File: src/rtl/ptw_pkg.sv
package ptw_pkg;

  typedef enum logic [2:0] {
    W_IDLE,
    W_L1_REQ,
    W_L1_WAIT,
    W_L2_REQ,
    W_L2_WAIT,
    W_DONE,
    W_FAULT
  } walk_state_e;

  // entry flag positions
  localparam int PTE_V = 0;
  localparam int PTE_R = 1;
  localparam int PTE_W = 2;
  localparam int PTE_D = 3;

endpackage

File: src/rtl/ptw_ctrl.sv
module ptw_ctrl
  import ptw_pkg::*;
(
  input  logic        clk,
  input  logic        rst_n,
  input  logic        miss_fire,
  input  logic        mem_req_ready,
  input  logic        mem_resp_valid,
  input  logic        entry_present,
  output walk_state_e state,
  output logic        fault_lvl
);

  walk_state_e nxt;

  always_comb begin
    nxt = state;
    unique case (state)
      W_IDLE:    if (miss_fire) nxt = W_L1_REQ;
      W_L1_REQ:  if (mem_req_ready) nxt = W_L1_WAIT;
      W_L1_WAIT: if (mem_resp_valid) nxt = entry_present ? W_L2_REQ : W_FAULT;
      W_L2_REQ:  if (mem_req_ready) nxt = W_L2_WAIT;
      W_L2_WAIT: if (mem_resp_valid) nxt = entry_present ? W_DONE : W_FAULT;
      W_DONE:    nxt = W_IDLE;
      W_FAULT:   nxt = W_IDLE;
      default:   nxt = W_IDLE;
    endcase
  end

  always_ff @(posedge clk) begin
    if (!rst_n) begin
      state     <= W_IDLE;
      fault_lvl <= 1'b0;
    end else begin
      state <= nxt;
      if (mem_resp_valid && state == W_L1_WAIT) fault_lvl <= 1'b0;
      else if (mem_resp_valid && state == W_L2_WAIT) fault_lvl <= 1'b1;
    end
  end

endmodule

File: src/rtl/ptw_addr_gen.sv
module ptw_addr_gen
  import ptw_pkg::*;
#(
  parameter int PA_W      = 32,
  parameter int IDX_W     = 10,
  parameter int OFF_W     = 12,
  parameter int PTE_BYTES = 4
) (
  input  logic                    clk,
  input  logic                    rst_n,
  input  walk_state_e             state,
  input  logic                    miss_fire,
  input  logic [2*IDX_W-1:0]      miss_vpn,
  input  logic [PA_W-1:0]         root_base,
  input  logic                    l1_take,
  input  logic [PA_W-OFF_W-1:0]   resp_ppn,
  output logic [PA_W-1:0]         req_addr,
  output logic [2*IDX_W-1:0]      vpn_q
);

  localparam int VPN_W = 2 * IDX_W;
  localparam int SH    = $clog2(PTE_BYTES);

  logic [PA_W-1:0] root_q;
  logic [PA_W-1:0] l2_base_q;

  function automatic logic [PA_W-1:0] entry_addr(input logic [PA_W-1:0] base,
                                                 input logic [IDX_W-1:0] idx);
    return base + (PA_W'(idx) << SH);
  endfunction

  function automatic logic [PA_W-1:0] page_base(input logic [PA_W-OFF_W-1:0] ppn);
    return {ppn, {OFF_W{1'b0}}};
  endfunction

  always_ff @(posedge clk) begin
    if (!rst_n) begin
      vpn_q     <= '0;
      root_q    <= '0;
      l2_base_q <= '0;
    end else begin
      if (miss_fire) begin
        vpn_q  <= miss_vpn;
        root_q <= root_base;
      end
      if (l1_take) l2_base_q <= page_base(resp_ppn);
    end
  end

  always_comb begin
    if (state == W_L2_REQ) req_addr = entry_addr(l2_base_q, vpn_q[IDX_W-1:0]);
    else                   req_addr = entry_addr(root_q, vpn_q[VPN_W-1:IDX_W]);
  end

endmodule

File: src/rtl/ptw_pte_eval.sv
module ptw_pte_eval
  import ptw_pkg::*;
#(
  parameter int PA_W  = 32,
  parameter int OFF_W = 12
) (
  input  logic                  clk,
  input  logic                  rst_n,
  input  walk_state_e           state,
  input  logic                  resp_valid,
  input  logic [PA_W-1:0]       resp_data,
  output logic                  present,
  output logic                  ev_l1_ok,
  output logic                  ev_l1_fault,
  output logic                  ev_l2_ok,
  output logic                  ev_l2_fault,
  output logic [PA_W-OFF_W-1:0] leaf_ppn,
  output logic                  leaf_r,
  output logic                  leaf_w,
  output logic                  leaf_d
);

  logic l1_seen;
  logic l2_seen;
  logic unused_rsv;

  assign unused_rsv = ^resp_data[OFF_W-1:PTE_D+1];

  assign present     = resp_data[PTE_V];
  assign l1_seen     = resp_valid && state == W_L1_WAIT;
  assign l2_seen     = resp_valid && state == W_L2_WAIT;
  assign ev_l1_ok    = l1_seen && present;
  assign ev_l1_fault = l1_seen && !present;
  assign ev_l2_ok    = l2_seen && present;
  assign ev_l2_fault = l2_seen && !present;

  always_ff @(posedge clk) begin
    if (!rst_n) begin
      leaf_ppn <= '0;
      leaf_r   <= 1'b0;
      leaf_w   <= 1'b0;
      leaf_d   <= 1'b0;
    end else if (ev_l2_ok) begin
      leaf_ppn <= resp_data[PA_W-1:OFF_W];
      leaf_r   <= resp_data[PTE_R];
      leaf_w   <= resp_data[PTE_W];
      leaf_d   <= resp_data[PTE_D];
    end
  end

endmodule

File: src/rtl/ptw_walker.sv
module ptw_walker
  import ptw_pkg::*;
#(
  parameter int PA_W      = 32,
  parameter int IDX_W     = 10,
  parameter int OFF_W     = 12,
  parameter int PTE_BYTES = 4
) (
  input  logic                    clk,
  input  logic                    rst_n,
  input  logic [PA_W-1:0]         root_base,
  input  logic                    miss_valid,
  input  logic [2*IDX_W-1:0]      miss_vpn,
  output logic                    miss_ready,
  output logic                    mem_req_valid,
  output logic [PA_W-1:0]         mem_req_addr,
  input  logic                    mem_req_ready,
  input  logic                    mem_resp_valid,
  input  logic [PA_W-1:0]         mem_resp_data,
  output logic                    fill_valid,
  output logic [PA_W-OFF_W-1:0]   fill_ppn,
  output logic                    fill_read,
  output logic                    fill_write,
  output logic                    fill_dirty,
  output logic                    fault_valid,
  output logic                    fault_level,
  output logic [2*IDX_W-1:0]      rsp_vpn
);

  localparam int VPN_W = 2 * IDX_W;
  localparam int PPN_W = PA_W - OFF_W;

  walk_state_e      state;
  logic             miss_fire;
  logic             present;
  logic             ev_l1_ok;
  logic             ev_l1_fault;
  logic             ev_l2_ok;
  logic             ev_l2_fault;
  logic             fault_lvl;
  logic [VPN_W-1:0] vpn_q;
  logic [PPN_W-1:0] leaf_ppn;

  assign miss_ready    = state == W_IDLE;
  assign miss_fire     = miss_valid && miss_ready;
  assign mem_req_valid = state == W_L1_REQ || state == W_L2_REQ;
  assign fill_valid    = state == W_DONE;
  assign fault_valid   = state == W_FAULT;
  assign fault_level   = fault_lvl;
  assign rsp_vpn       = vpn_q;
  assign fill_ppn      = leaf_ppn;

  ptw_ctrl u_ctrl (
    .clk           (clk),
    .rst_n         (rst_n),
    .miss_fire     (miss_fire),
    .mem_req_ready (mem_req_ready),
    .mem_resp_valid(mem_resp_valid),
    .entry_present (present),
    .state         (state),
    .fault_lvl     (fault_lvl)
  );

  ptw_addr_gen #(
    .PA_W     (PA_W),
    .IDX_W    (IDX_W),
    .OFF_W    (OFF_W),
    .PTE_BYTES(PTE_BYTES)
  ) u_addr (
    .clk      (clk),
    .rst_n    (rst_n),
    .state    (state),
    .miss_fire(miss_fire),
    .miss_vpn (miss_vpn),
    .root_base(root_base),
    .l1_take  (ev_l1_ok),
    .resp_ppn (mem_resp_data[PA_W-1:OFF_W]),
    .req_addr (mem_req_addr),
    .vpn_q    (vpn_q)
  );

  ptw_pte_eval #(
    .PA_W (PA_W),
    .OFF_W(OFF_W)
  ) u_pte (
    .clk        (clk),
    .rst_n      (rst_n),
    .state      (state),
    .resp_valid (mem_resp_valid),
    .resp_data  (mem_resp_data),
    .present    (present),
    .ev_l1_ok   (ev_l1_ok),
    .ev_l1_fault(ev_l1_fault),
    .ev_l2_ok   (ev_l2_ok),
    .ev_l2_fault(ev_l2_fault),
    .leaf_ppn   (leaf_ppn),
    .leaf_r     (fill_read),
    .leaf_w     (fill_write),
    .leaf_d     (fill_dirty)
  );

endmodule

File: config.mk
export PLATFORM = sky130hd
export DESIGN_NAME = ptw_walker
export DESIGN_NICKNAME = d
export VERILOG_FILES = /design/src/rtl/ptw_pkg.sv /design/src/rtl/ptw_ctrl.sv /design/src/rtl/ptw_addr_gen.sv /design/src/rtl/ptw_pte_eval.sv /design/src/rtl/ptw_walker.sv
export SDC_FILE = /design/constraint.sdc
export NUM_CORES = 1
export LEC_CHECK = 0
export BUFFER_PORTS_ARGS = -buffer_cell sky130_fd_sc_hd__buf_2
export CAP_MARGIN = 20
export CELL_PAD_IN_SITES_DETAIL_PLACEMENT = 1
export CELL_PAD_IN_SITES_GLOBAL_PLACEMENT = 2
export CORE_UTILIZATION = 28
export DETAILED_ROUTE_END_ITERATION = 8
export GPL_TIMING_DRIVEN = 0
export MAX_ROUTING_LAYER = met4
export PLACE_DENSITY_LB_ADDON = 0.1
export REMOVE_ABC_BUFFERS = 1
export SLEW_MARGIN = 10
export SYNTH_ARGS = -nofsm -noshare
export SYNTH_HDL_FRONTEND = slang
export SYNTH_SLANG_ARGS = --single-unit
File: constraint.sdc
create_clock -name clk -period 3.35 [get_ports clk]
set_input_delay 0.67 -clock clk [delete_from_list [all_inputs] [get_ports clk]]
set_output_delay 0.67 -clock clk [all_outputs]
set_load 0.05 [all_outputs]
==> flow_summary_export.csv, run 1 <==
group,metric,value,unit
run_status,status,"finished with violations",
run_status,violations,"negative setup slack",
global_routing,grt_pass1_wl,23.8,mm
clocking,htree_levels,3,
final_layout,fin_cells,1022,
sta,timing.final.crit_share,1.03,
detailed_routing,wire_per_inst,15.0,µm
sta,rsz0062_at_grt,"yes",
floorplanning,core,0.0173,mm²
sta,maxSlewHeadroom,0.506,
clocking,clkTransAtPathRegs,70,ps
critical_path,ff2ff_setup_slack,1340,ps
logic_synthesis,yosysTopAreaCellShare,0.401,
logic_synthesis,synth-seq-cells,99,
clocking,worstSkewPairLatency,350,ps
clocking,cts_sinks,99,
global_routing,grt_overflow,0,
sta,hold_slack,460,ps
critical_path,cp_top_family,"compound AO/OA/AOI/OAI gates",
clocking,root_buffer,"clkbuf_16",
detailed_routing,vias,4737,
worst_hold_path,hold_class,"flop to flop",
final_layout,final_net_count,890,
floorplanning,io_pins,169,
logic_synthesis,synthTopCellsByArea,"dfxtp_1 (40%), nand2_1 (18%), a21boi_0 (15%)",
logic_synthesis,post_synth.cell_area_avg,7.70,µm²
run,cap_violations,0,
sta,post-route-min-period,3440,ps
logic_synthesis,synth_top_cell_by_area,"dfxtp_1",
detailed_routing,met1_length,7.27,mm
critical_path,reg2reg_depth,5,
detailed_routing,routed-wl-met2,7.14,mm
global_routing,grt_max_degree,58,
clocking,cts_tree,"done",
clocking,ctsHoldBuffers,0,
critical_path,slowest_delay,380,ps
final_layout,areaGrowthSynthToFinish,33.9,%
critical_path,arrival,2770,ps
sta,fmax,291,MHz
power_and_ir_drop,p_per_area,699,mW/mm²
critical_path,regToRegStartpoint,"u_ctrl.state[2]",
critical_path,cpMaxStageDelayCell,"fa_2",
worst_hold_path,whs_path_depth,2,
power_and_ir_drop,p_leak,2.65,nW
logic_synthesis,async_flop_share,0,
detailed_routing,wl,15.3,mm
critical_path,cp_data_required_time,2680,ps
detailed_routing,drt_iter0_drc,113,
critical_path,rr_endpoint,"u_addr.root_q[7]",
place,placed_cell_area,0.00602,mm²
final_layout,postLayoutCellArea,0.00663,mm²
place,dp_cells,995,
place,dp_hpwl,11.0,mm
sta,worst_clock_skew,6.82,ps
critical_path,startpoint_type,"flop",
global_routing,antenna_found_initial,1,
logic_synthesis,synth_edf_count,0,
critical_path,worstSetupPathDepth,10,
logic_synthesis,ys.flop_type,"dfxtp_1",
critical_path,path_class,"flop to output port",
critical_path,startpoint,"u_addr.vpn_q[10]",
place,gp_routability_congestion,0.759,
power_and_ir_drop,p_total,4.64,mW
sta,setup_viol,10,
floorplanning,die_x,135,µm
floorplanning,dieArea,0.0182,mm²
logic_synthesis,synthesis.instances,643,
logic_synthesis,synth_seq_area_share,0.401,
detailed_routing,wl_met3,688,µm
sta,slew_violations,0,
global_routing,grt_pass1_vias,4703,
logic_synthesis,yosysUniqueCellTypes,45,
sta,tightest_slew,741,ps
detailed_routing,routed_via_density,4.64,
detailed_routing,drc,0,
clocking,cts_made_buffers,9,
critical_path,path_buf_inv,2,
global_routing,grt_use_total,0.174,
final_layout,drive_gt1_frac,0.277,
critical_path,path_cells,"ha_4 > fa_2 > a211o_1 > a211o_1 > a21oi_4 > buf_12 > nor3b_1 > xnor2_1 > o21ai_1 > buf_6",
sta,finalHoldViolations,0,
detailed_routing,routed.top_layer,"met4",
final_layout,final_util,0.383,
floorplanning,die_h,135,µm
floorplanning,row_count,48,
power_and_ir_drop,max-vdd-ir-drop,0.251,mV
detailed_routing,detail-route-antenna-nets,0,
critical_path,cp_max_fo,10,
critical_path,cpMostUsedCell,"a211o_1",
sta,setup_ws,-90.1,ps
critical_path,end_kind,"output port",
logic_synthesis,yosysWarnings,0,
logic_synthesis,netlist_area,0.00495,mm²
clocking,cts_buffer_depth,2,
floorplanning,start_util,0.286,
place,port_buffers,160,
detailed_routing,firstDrtPassIters,4,
critical_path,endpoint,"mem_req_addr[22]",
## sequential cells by signal, summed over array words and instances, names as in the netlist
name / count
u_ctrl.fault_lvl: 1
u_ctrl.state: 3
u_pte.leaf_d: 1
u_addr.vpn_q: 20
u_addr.root_q: 32
u_pte.leaf_ppn: 20
u_addr.l2_base_q: 20
u_pte.leaf_w: 1
u_pte.leaf_r: 1
## timing repair
| action | 4_1_cts | 5_1_grt |
|---|---|---|
| endpoints found under the setup margin | 21 | 18 |
| gates cloned | 1 | 1 |
| buffers inserted | 4 | 2 |
| pin swaps | 7 | 8 |
| gates resized for setup | 50 | 13 |
## cells in the final DEF (no fill, tap or decap), types with 9 or more instances in the layout
cell type	netlist	final
nand2_1	233	232
buf_2	0	143
dfxtp_1	99	98
a21boi_0	97	97
xnor2_1	21	21
o21ai_0	26	17
nor2_1	20	16
a21oi_1	19	16
buf_4	0	11
o21ai_1	2	10
buf_6	0	10
clkbuf_16	0	9
## cell families (layout without fill, tap and decap cells)
kind of cell,Yosys count,in the layout,synth area share
compound gates,166,168,0.230
fa+ha+maj,12,12,0.0314
other cells,0,2,0
xor+xnor,27,27,0.0478
buf+inv,46,196,0.0349
simple gates,293,293,0.255
flops,99,99,0.401
## worst min path at each step
stage,from,to,slack (ps)
3_3_place_gp,u_pte.leaf_ppn[8],u_pte.leaf_ppn[8],450
2_1_floorplan,u_addr.root_q[0],u_addr.root_q[0],440
4_1_cts,u_pte.leaf_ppn[6],u_pte.leaf_ppn[6],470
5_1_grt,u_pte.leaf_ppn[4],u_pte.leaf_ppn[4],480
6_report,u_addr.root_q[0],u_addr.root_q[0],460
3_5_place_dp,u_pte.leaf_ppn[4],u_pte.leaf_ppn[4],460
## synth_stat cells (3+ instances only)
cell type  count
a211oi_1       6
a21boi_0      97
a21oi_1       19
and2_1         7
clkbuf_1      39
dfxtp_1       99
ha_1          10
inv_1          7
nand2_1      233
nand2b_1       4
nand3_1        6
nor2_1        20
nor2b_1        3
nor3_1         3
o21ai_0       26
xnor2_1       21
xor2_1         6
## metal layers
metal | vias up | global-route usage
met2 | 108 | 0.291
li1 | 2435 | -
met3 | 14 | 0.0349
met1 | 2180 | 0.207
met4 | 0 | 0.0574
met5 | - | -
## per-stage QoR
stage,setup TNS [ps],worst slack [ps]
finish,-513,-90.1
global route,-1580,-206
CTS,-1210,-165
detailed placement,-2740,-328
global placement,-2710,-335
floorplan,-11270,-784
## worst reg2reg max path: cells and delay by family, from the launching register on
| family | cells | cell delay [ps] |
|---|---|---|
| AND/OR/NAND/NOR | 3 | 1050 |
| flip-flops | 1 | 450 |
| AO/OA/AOI/OAI | 1 | 190 |
| buffers and inverters | 1 | 240 |
## report_power, final
part | total, mW | switching [mW] | internal (mW)
Sequential | 1.52 | 0.177 | 1.34
Clock | 1.12 | 0.464 | 0.656
Combinational | 2.00 | 1.40 | 0.600
## area by class of cell
| class | instances | area, µm² |
|---|---|---|
| antenna | 2 | 5.00 |
| clock buffer | 12 | 236 |
| clock inverter | 4 | 75.1 |
| fill | 2122 | 10700 |
| inverter | 7 | 26.3 |
| multi-input combinational | 500 | 2960 |
| sequential | 99 | 1980 |
| tap | 225 | 282 |
| timing repair buffer | 173 | 1060 |
No activity file was read; power rests on OpenSTA's default activity.
==> run 2, diff against run 1 <==
--- a/config.mk
+++ b/config.mk
@@ -9,11 +9,13 @@
 export CAP_MARGIN = 20
 export CELL_PAD_IN_SITES_DETAIL_PLACEMENT = 1
 export CELL_PAD_IN_SITES_GLOBAL_PLACEMENT = 2
+export CORE_ASPECT_RATIO = 0.8
 export CORE_UTILIZATION = 28
 export DETAILED_ROUTE_END_ITERATION = 8
 export GPL_TIMING_DRIVEN = 0
 export MAX_ROUTING_LAYER = met4
 export PLACE_DENSITY_LB_ADDON = 0.1
+export RECOVER_POWER = 100
 export REMOVE_ABC_BUFFERS = 1
 export SLEW_MARGIN = 10
 export SYNTH_ARGS = -nofsm -noshare
==> flow_summary_export.csv, run 2 (synthesized netlist as in run 1, its figures left out) <==
group,metric,value,unit
run,cap_violations,0,
critical_path,rr_endpoint,"u_addr.root_q[17]",
global_routing,use_met1,0.223,
final_layout,regMostFlops,"u_addr.root_q",
detailed_routing,wl,15.7,mm
sta,setup_viol,9,
critical_path,slowest_delay,370,ps
clocking,cts_made_buffers,9,
final_layout,nFillCells,2191,
critical_path,startpoint_type,"flop",
clocking,clkTransAtPathRegs,60,ps
critical_path,cp_data_required_time,2680,ps
critical_path,ff2ff_setup_slack,370,ps
critical_path,startpoint,"u_addr.vpn_q[10]",
critical_path,regToRegStartpoint,"u_ctrl.state[2]",
place,port_buffers,160,
global_routing,grt_use_total,0.179,
final_layout,drive_gt1_frac,0.215,
floorplanning,dieArea,0.0182,mm²
final_layout,layout_common_cells,"nand2_1 (232), a21boi_0 (97), dfxtp_1 (97), buf_2 (85), clkbuf_1 (49)",
sta,fmax,295,MHz
global_routing,antenna_found_initial,1,
global_routing,grt_max_degree,67,
global_routing,busiest_layer,"met2",
detailed_routing,firstDrtPassIters,6,
critical_path,path_cells,"ha_4 > fa_2 > a211o_1 > a211o_1 > a21oi_4 > buf_12 > nor2b_1 > xnor2_1 > o21ai_1 > buf_6",
final_layout,final_net_count,891,
global_routing,grt_overflow,0,
sta,timing.setup.tns,-176,ps
place,dp_hpwl,11.1,mm
global_routing,grt_pass1_wl,24.6,mm
clocking,root_buffer,"clkbuf_16",
sta,finalHoldViolations,0,
final_layout,postLayoutCellArea,0.00652,mm²
final_layout,largest_reg_flops,32,
detailed_routing,wire_per_inst,15.3,µm
floorplanning,die_x,151,µm
sta,post-route-min-period,3400,ps
clocking,cts_sinks,99,
power_and_ir_drop,p_leak,2.42,nW
sta,rsz0062_at_grt,"yes",
detailed_routing,vias,4804,
sta,hold_slack,466,ps
power_and_ir_drop,p_per_area,687,mW/mm²
critical_path,cpMaxStageDelayCell,"fa_2",
sta,slew_violations,0,
critical_path,arrival,2730,ps
final_layout,final_common_cell,"nand2_1",
place,gp_routability_congestion,0.773,
sta,tightest_slew,1300,ps
final_layout,areaGrowthSynthToFinish,31.8,%
critical_path,end_kind,"output port",
critical_path,cp_max_fo,10,
global_routing,grt_pass1_vias,4882,
sta,setup_ws,-45.2,ps
clocking,htree_levels,3,
detailed_routing,routed_via_density,4.71,
global_routing,use_met3,0.0372,
critical_path,endpoint,"mem_req_addr[20]",
global_routing,grtUsageMet2,0.293,
floorplanning,row_count,43,
place,placed_cell_area,0.00600,mm²
clocking,cts_tree,"done",
floorplanning,io_pins,169,
critical_path,path_class,"flop to output port",
detailed_routing,drc,2,
critical_path,reg2reg_depth,5,
run_status,violations,"design-rule violations, negative setup slack",
sta,maxSlewHeadroom,0.134,
run_status,status,"finished with violations",
clocking,worstSkewPairLatency,350,ps
detailed_routing,detail-route-antenna-nets,0,
sta,timing.final.crit_share,1.01,
worst_hold_path,hold_class,"flop to flop",
detailed_routing,drt_iter0_drc,111,
critical_path,cpMostUsedCell,"a211o_1",
clocking,ctsHoldBuffers,0,
power_and_ir_drop,max-vdd-ir-drop,0.309,mV
clocking,cts_buffer_depth,2,
floorplanning,die_h,121,µm
floorplanning,core,0.0173,mm²
floorplanning,start_util,0.286,
sta,worst_clock_skew,6.99,ps
run 2: through the flow:
step / total power, mW / instances / worst slack (ps) / util
2_1_floorplan: 2.85 / 604 / -784 / -
3_3_place_gp: 3.35 / 989 / -357 / 0.340
3_5_place_dp: 3.44 / 994 / -378 / 0.346
4_1_cts: 4.57 / 1013 / -160 / 0.377
5_1_grt: 4.77 / 1021 / -198 / 0.376
6_report: 4.48 / 1021 / -45.2 / 0.376
run 2: where the power goes:
group / total, mW / leakage, nW / internal (mW) / switching, mW
combinational: 1.98 / 1.49 / 0.573 / 1.40
sequential: 1.53 / 0.806 / 1.34 / 0.185
clock: 0.975 / 0.130 / 0.516 / 0.459
total: 4.48 / 2.42 / 2.43 / 2.05
run 2: worst min path at each step:
stage                                  start                 end  slack (ps)  cells past startpoint
after floorplan             u_addr.root_q[0]    u_addr.root_q[0]         440                      2
after global placement          u_pte.leaf_r        u_pte.leaf_r         450                      2
after global routing       u_pte.leaf_ppn[2]   u_pte.leaf_ppn[2]         490                      2
final                     u_pte.leaf_ppn[12]  u_pte.leaf_ppn[12]         470                      2
after CTS                 u_pte.leaf_ppn[12]  u_pte.leaf_ppn[12]         470                      2
after detailed placement  u_pte.leaf_ppn[12]  u_pte.leaf_ppn[12]         460                      2
run 2: worst max-delay path: cells and delay by family (launching register included):
kind / cells / cell delay [ps]
xor gates and xnor gates: 1 / 130
adders and majority gates: 2 / 540
buffers and inverters: 2 / 340
DFF: 1 / 340
and+or+nand+nor: 1 / 60
AOI/OAI and AO/OA: 4 / 970
run 2: metal layers:
| metal | routed length (µm) | part of all wire |
|---|---|---|
| met5 | 0 | 0 |
| met3 | 603 | 0.038 |
| met4 | 144 | 0.0092 |
| met2 | 7400 | 0.47 |
| met1 | 7520 | 0.48 |
run 2: final cells by class:
cell class,count,area [µm²],share of cell area
multi-input cells,500,2980,0.458
flip-flops and latches,99,1980,0.304
repair buffers,174,972,0.149
well taps,225,282,0.0432
clock buffers,10,239,0.0367
clock inverters,5,30.0,0.00461
inverters,7,26.3,0.00403
diodes,1,2.50,0.000384
run 2: timing repair:
item	4_1_cts	5_1_grt
endpoints found under the setup margin	23	21
pin swaps	6	6
resized for setup	57	12
buffers inserted	3	5
hold endpoints to repair	0	0
cloned	1	1
==> run 3, diff against run 2 <==
--- a/config.mk
+++ b/config.mk
@@ -10,7 +10,7 @@
 export CELL_PAD_IN_SITES_DETAIL_PLACEMENT = 1
 export CELL_PAD_IN_SITES_GLOBAL_PLACEMENT = 2
 export CORE_ASPECT_RATIO = 0.8
-export CORE_UTILIZATION = 28
+export CORE_UTILIZATION = 32
 export DETAILED_ROUTE_END_ITERATION = 8
 export GPL_TIMING_DRIVEN = 0
 export MAX_ROUTING_LAYER = met4
@@ -20,4 +20,5 @@
 export SLEW_MARGIN = 10
 export SYNTH_ARGS = -nofsm -noshare
 export SYNTH_HDL_FRONTEND = slang
+export SYNTH_HIERARCHICAL = 1
 export SYNTH_SLANG_ARGS = --single-unit
==> constraint.sdc (replaced) <==
create_clock -name clk -period 4.2 [get_ports clk]
set_input_delay 0.84 -clock clk [delete_from_list [all_inputs] [get_ports clk]]
set_output_delay 0.84 -clock clk [all_outputs]
set_load 0.05 [all_outputs]
==> flow_summary_export.csv, run 3 <==
group,metric,value,unit
detailed_routing,met1_length,6.82,mm
critical_path,regToRegStartpoint,"u_ctrl/state[1]",
detailed_routing,routed.top_layer,"met4",
clocking,cts_tree,"done",
critical_path,ff2ff_setup_slack,540,ps
floorplanning,io_pins,169,
place,placed_cell_area,0.00619,mm²
global_routing,antenna_found_initial,0,
worst_hold_path,min_from,"u_pte/leaf_ppn[4]",
detailed_routing,detail-route-antenna-nets,0,
clocking,worstSkewPairLatency,350,ps
sta,maxSlewHeadroom,-0.128,
logic_synthesis,synthesis.instances,565,
detailed_routing,drc,0,
power_and_ir_drop,p_per_area,576,mW/mm²
sta,worst_clock_skew,3.97,ps
final_layout,final_common_cell,"dfxtp_1",
clocking,root_buffer,"clkbuf_16",
critical_path,rr_endpoint,"u_addr/root_q[12]",
floorplanning,start_util,0.327,
detailed_routing,wire_per_inst,15.5,µm
sta,fmax,251,MHz
clocking,cts_made_buffers,9,
clocking,htree_levels,3,
detailed_routing,wl_met3,732,µm
detailed_routing,firstDrtPassIters,4,
detailed_routing,vias,4389,
critical_path,reg2reg_depth,5,
place,port_buffers,160,
global_routing,grt_max_degree,71,
floorplanning,core,0.0158,mm²
floorplanning,die_h,116,µm
floorplanning,dieArea,0.0167,mm²
sta,finalHoldViolations,0,
run,cap_violations,1,
sta,tightest_slew,1670,ps
global_routing,grt_use_total,0.184,
run_status,status,"finished with violations",
floorplanning,die_x,144,µm
critical_path,cp_data_required_time,3360,ps
worst_hold_path,whs_path_depth,2,
sta,post-route-min-period,3990,ps
sta,rsz0062_at_grt,"no",
detailed_routing,drt_iter0_drc,135,
sta,slew_violations,8,
final_layout,drive_gt1_frac,0.187,
place,dp_hpwl,10.8,mm
logic_synthesis,yosysWarnings,6,
critical_path,arrival,3150,ps
global_routing,grt_pass1_vias,4391,
clocking,cts_buffer_depth,2,
final_layout,postLayoutCellArea,0.00638,mm²
detailed_routing,wl,14.4,mm
final_layout,layout_common_cells,"dfxtp_1 (99), mux2i_1 (96), nand2_1 (90), buf_2 (83), nor2b_1 (73)",
critical_path,path_class,"flop to output port",
logic_synthesis,netlist_area,0.00517,mm²
clocking,postCtsSetupRepairBufs,1,
sta,timing.final.crit_share,0.949,
sta,setup_viol,0,
run_status,violations,"max-capacitance violations, max-slew violations",
critical_path,startpoint_type,"flop",
detailed_routing,routed-wl-met2,6.71,mm
clocking,clkTransAtPathRegs,70,ps
sta,hold_slack,462,ps
critical_path,end_kind,"output port",
final_layout,areaGrowthSynthToFinish,23.5,%
clocking,ctsResizeCount,0,
final_layout,regMostFlops,"u_addr/root_q",
power_and_ir_drop,max-vdd-ir-drop,0.255,mV
global_routing,grt_pass1_wl,22.6,mm
logic_synthesis,post_synth.cell_area_avg,9.14,µm²
detailed_routing,routed_via_density,4.71,
final_layout,final_net_count,812,
final_layout,n_antenna_cell,0,
global_routing,grt_overflow,0,
final_layout,largest_reg_flops,32,
worst_hold_path,min_to,"u_pte/leaf_ppn[4]",
clocking,ctsHoldBuffers,0,
worst_hold_path,hold_class,"flop to flop",
floorplanning,row_count,41,
critical_path,cp_max_fo,10,
power_and_ir_drop,p_leak,2.43,nW
clocking,cts_sinks,99,
place,gp_routability_congestion,0.738,
[run 3: cell type report]
type | instances | area (µm²)
multi-input cells | 428 | 2980
inverters | 6 | 22.5
repair buffers | 168 | 821
clock buffers | 10 | 229
flip-flops and latches | 99 | 1980
fillers | 1917 | 9420
well taps | 215 | 269
clock inverters | 6 | 73.8
[run 3: report_power, final]
part	internal [mW]	leakage (nW)	total [mW]	switching [mW]
clock	0.470	0.141	0.872	0.402
combinational	0.497	1.48	1.60	1.10
sequential	1.07	0.807	1.21	0.140
[run 3: how the worst max path moves through the flow]
| stage | slack [ps] | cells past startpoint | start | endpoint |
|---|---|---|---|---|
| after floorplan | -1740 | 5 | miss_valid | u_ctrl/state[1] |
| after global placement | -3900 | 6 | miss_valid | u_ctrl/state[0] |
| after detailed placement | 360 | 9 | u_addr/vpn_q[10] | mem_req_addr[28] |
| after CTS | 190 | 10 | u_addr/vpn_q[10] | mem_req_addr[28] |
| after global routing | 20 | 10 | u_addr/vpn_q[10] | mem_req_addr[28] |
| final | 210 | 10 | u_addr/vpn_q[10] | mem_req_addr[14] |
[run 3: per-layer routing]
layer	up-vias	GRT usage
li1	2209	-
met1	2062	0.231
met2	103	0.292
met3	15	0.0438
met4	0	0.0553
met5	-	-
[run 3: critical path, cell delays in order (launching register included)]
cell and delay (ps):
dfxtp_1 340, ha_1 250, fa_1 460, a211oi_2 350
o211ai_1 230, a221oi_4 330, buf_12 170, nor2_1 60
xnor2_1 120, o21ai_0 160, clkbuf_2 310
[run 3: through the flow]
step	setup TNS [ps]	util	total power, mW	instances	setup slack [ps]
2_1_floorplan	-74220	-	2.50	533	-1740
3_3_place_gp	-182290	0.384	2.91	908	-3900
3_5_place_dp	0	0.392	2.91	915	358
4_1_cts	0	0.412	3.80	932	186
5_1_grt	0	0.404	3.90	932	16.6
6_report	0	0.404	3.67	932	213
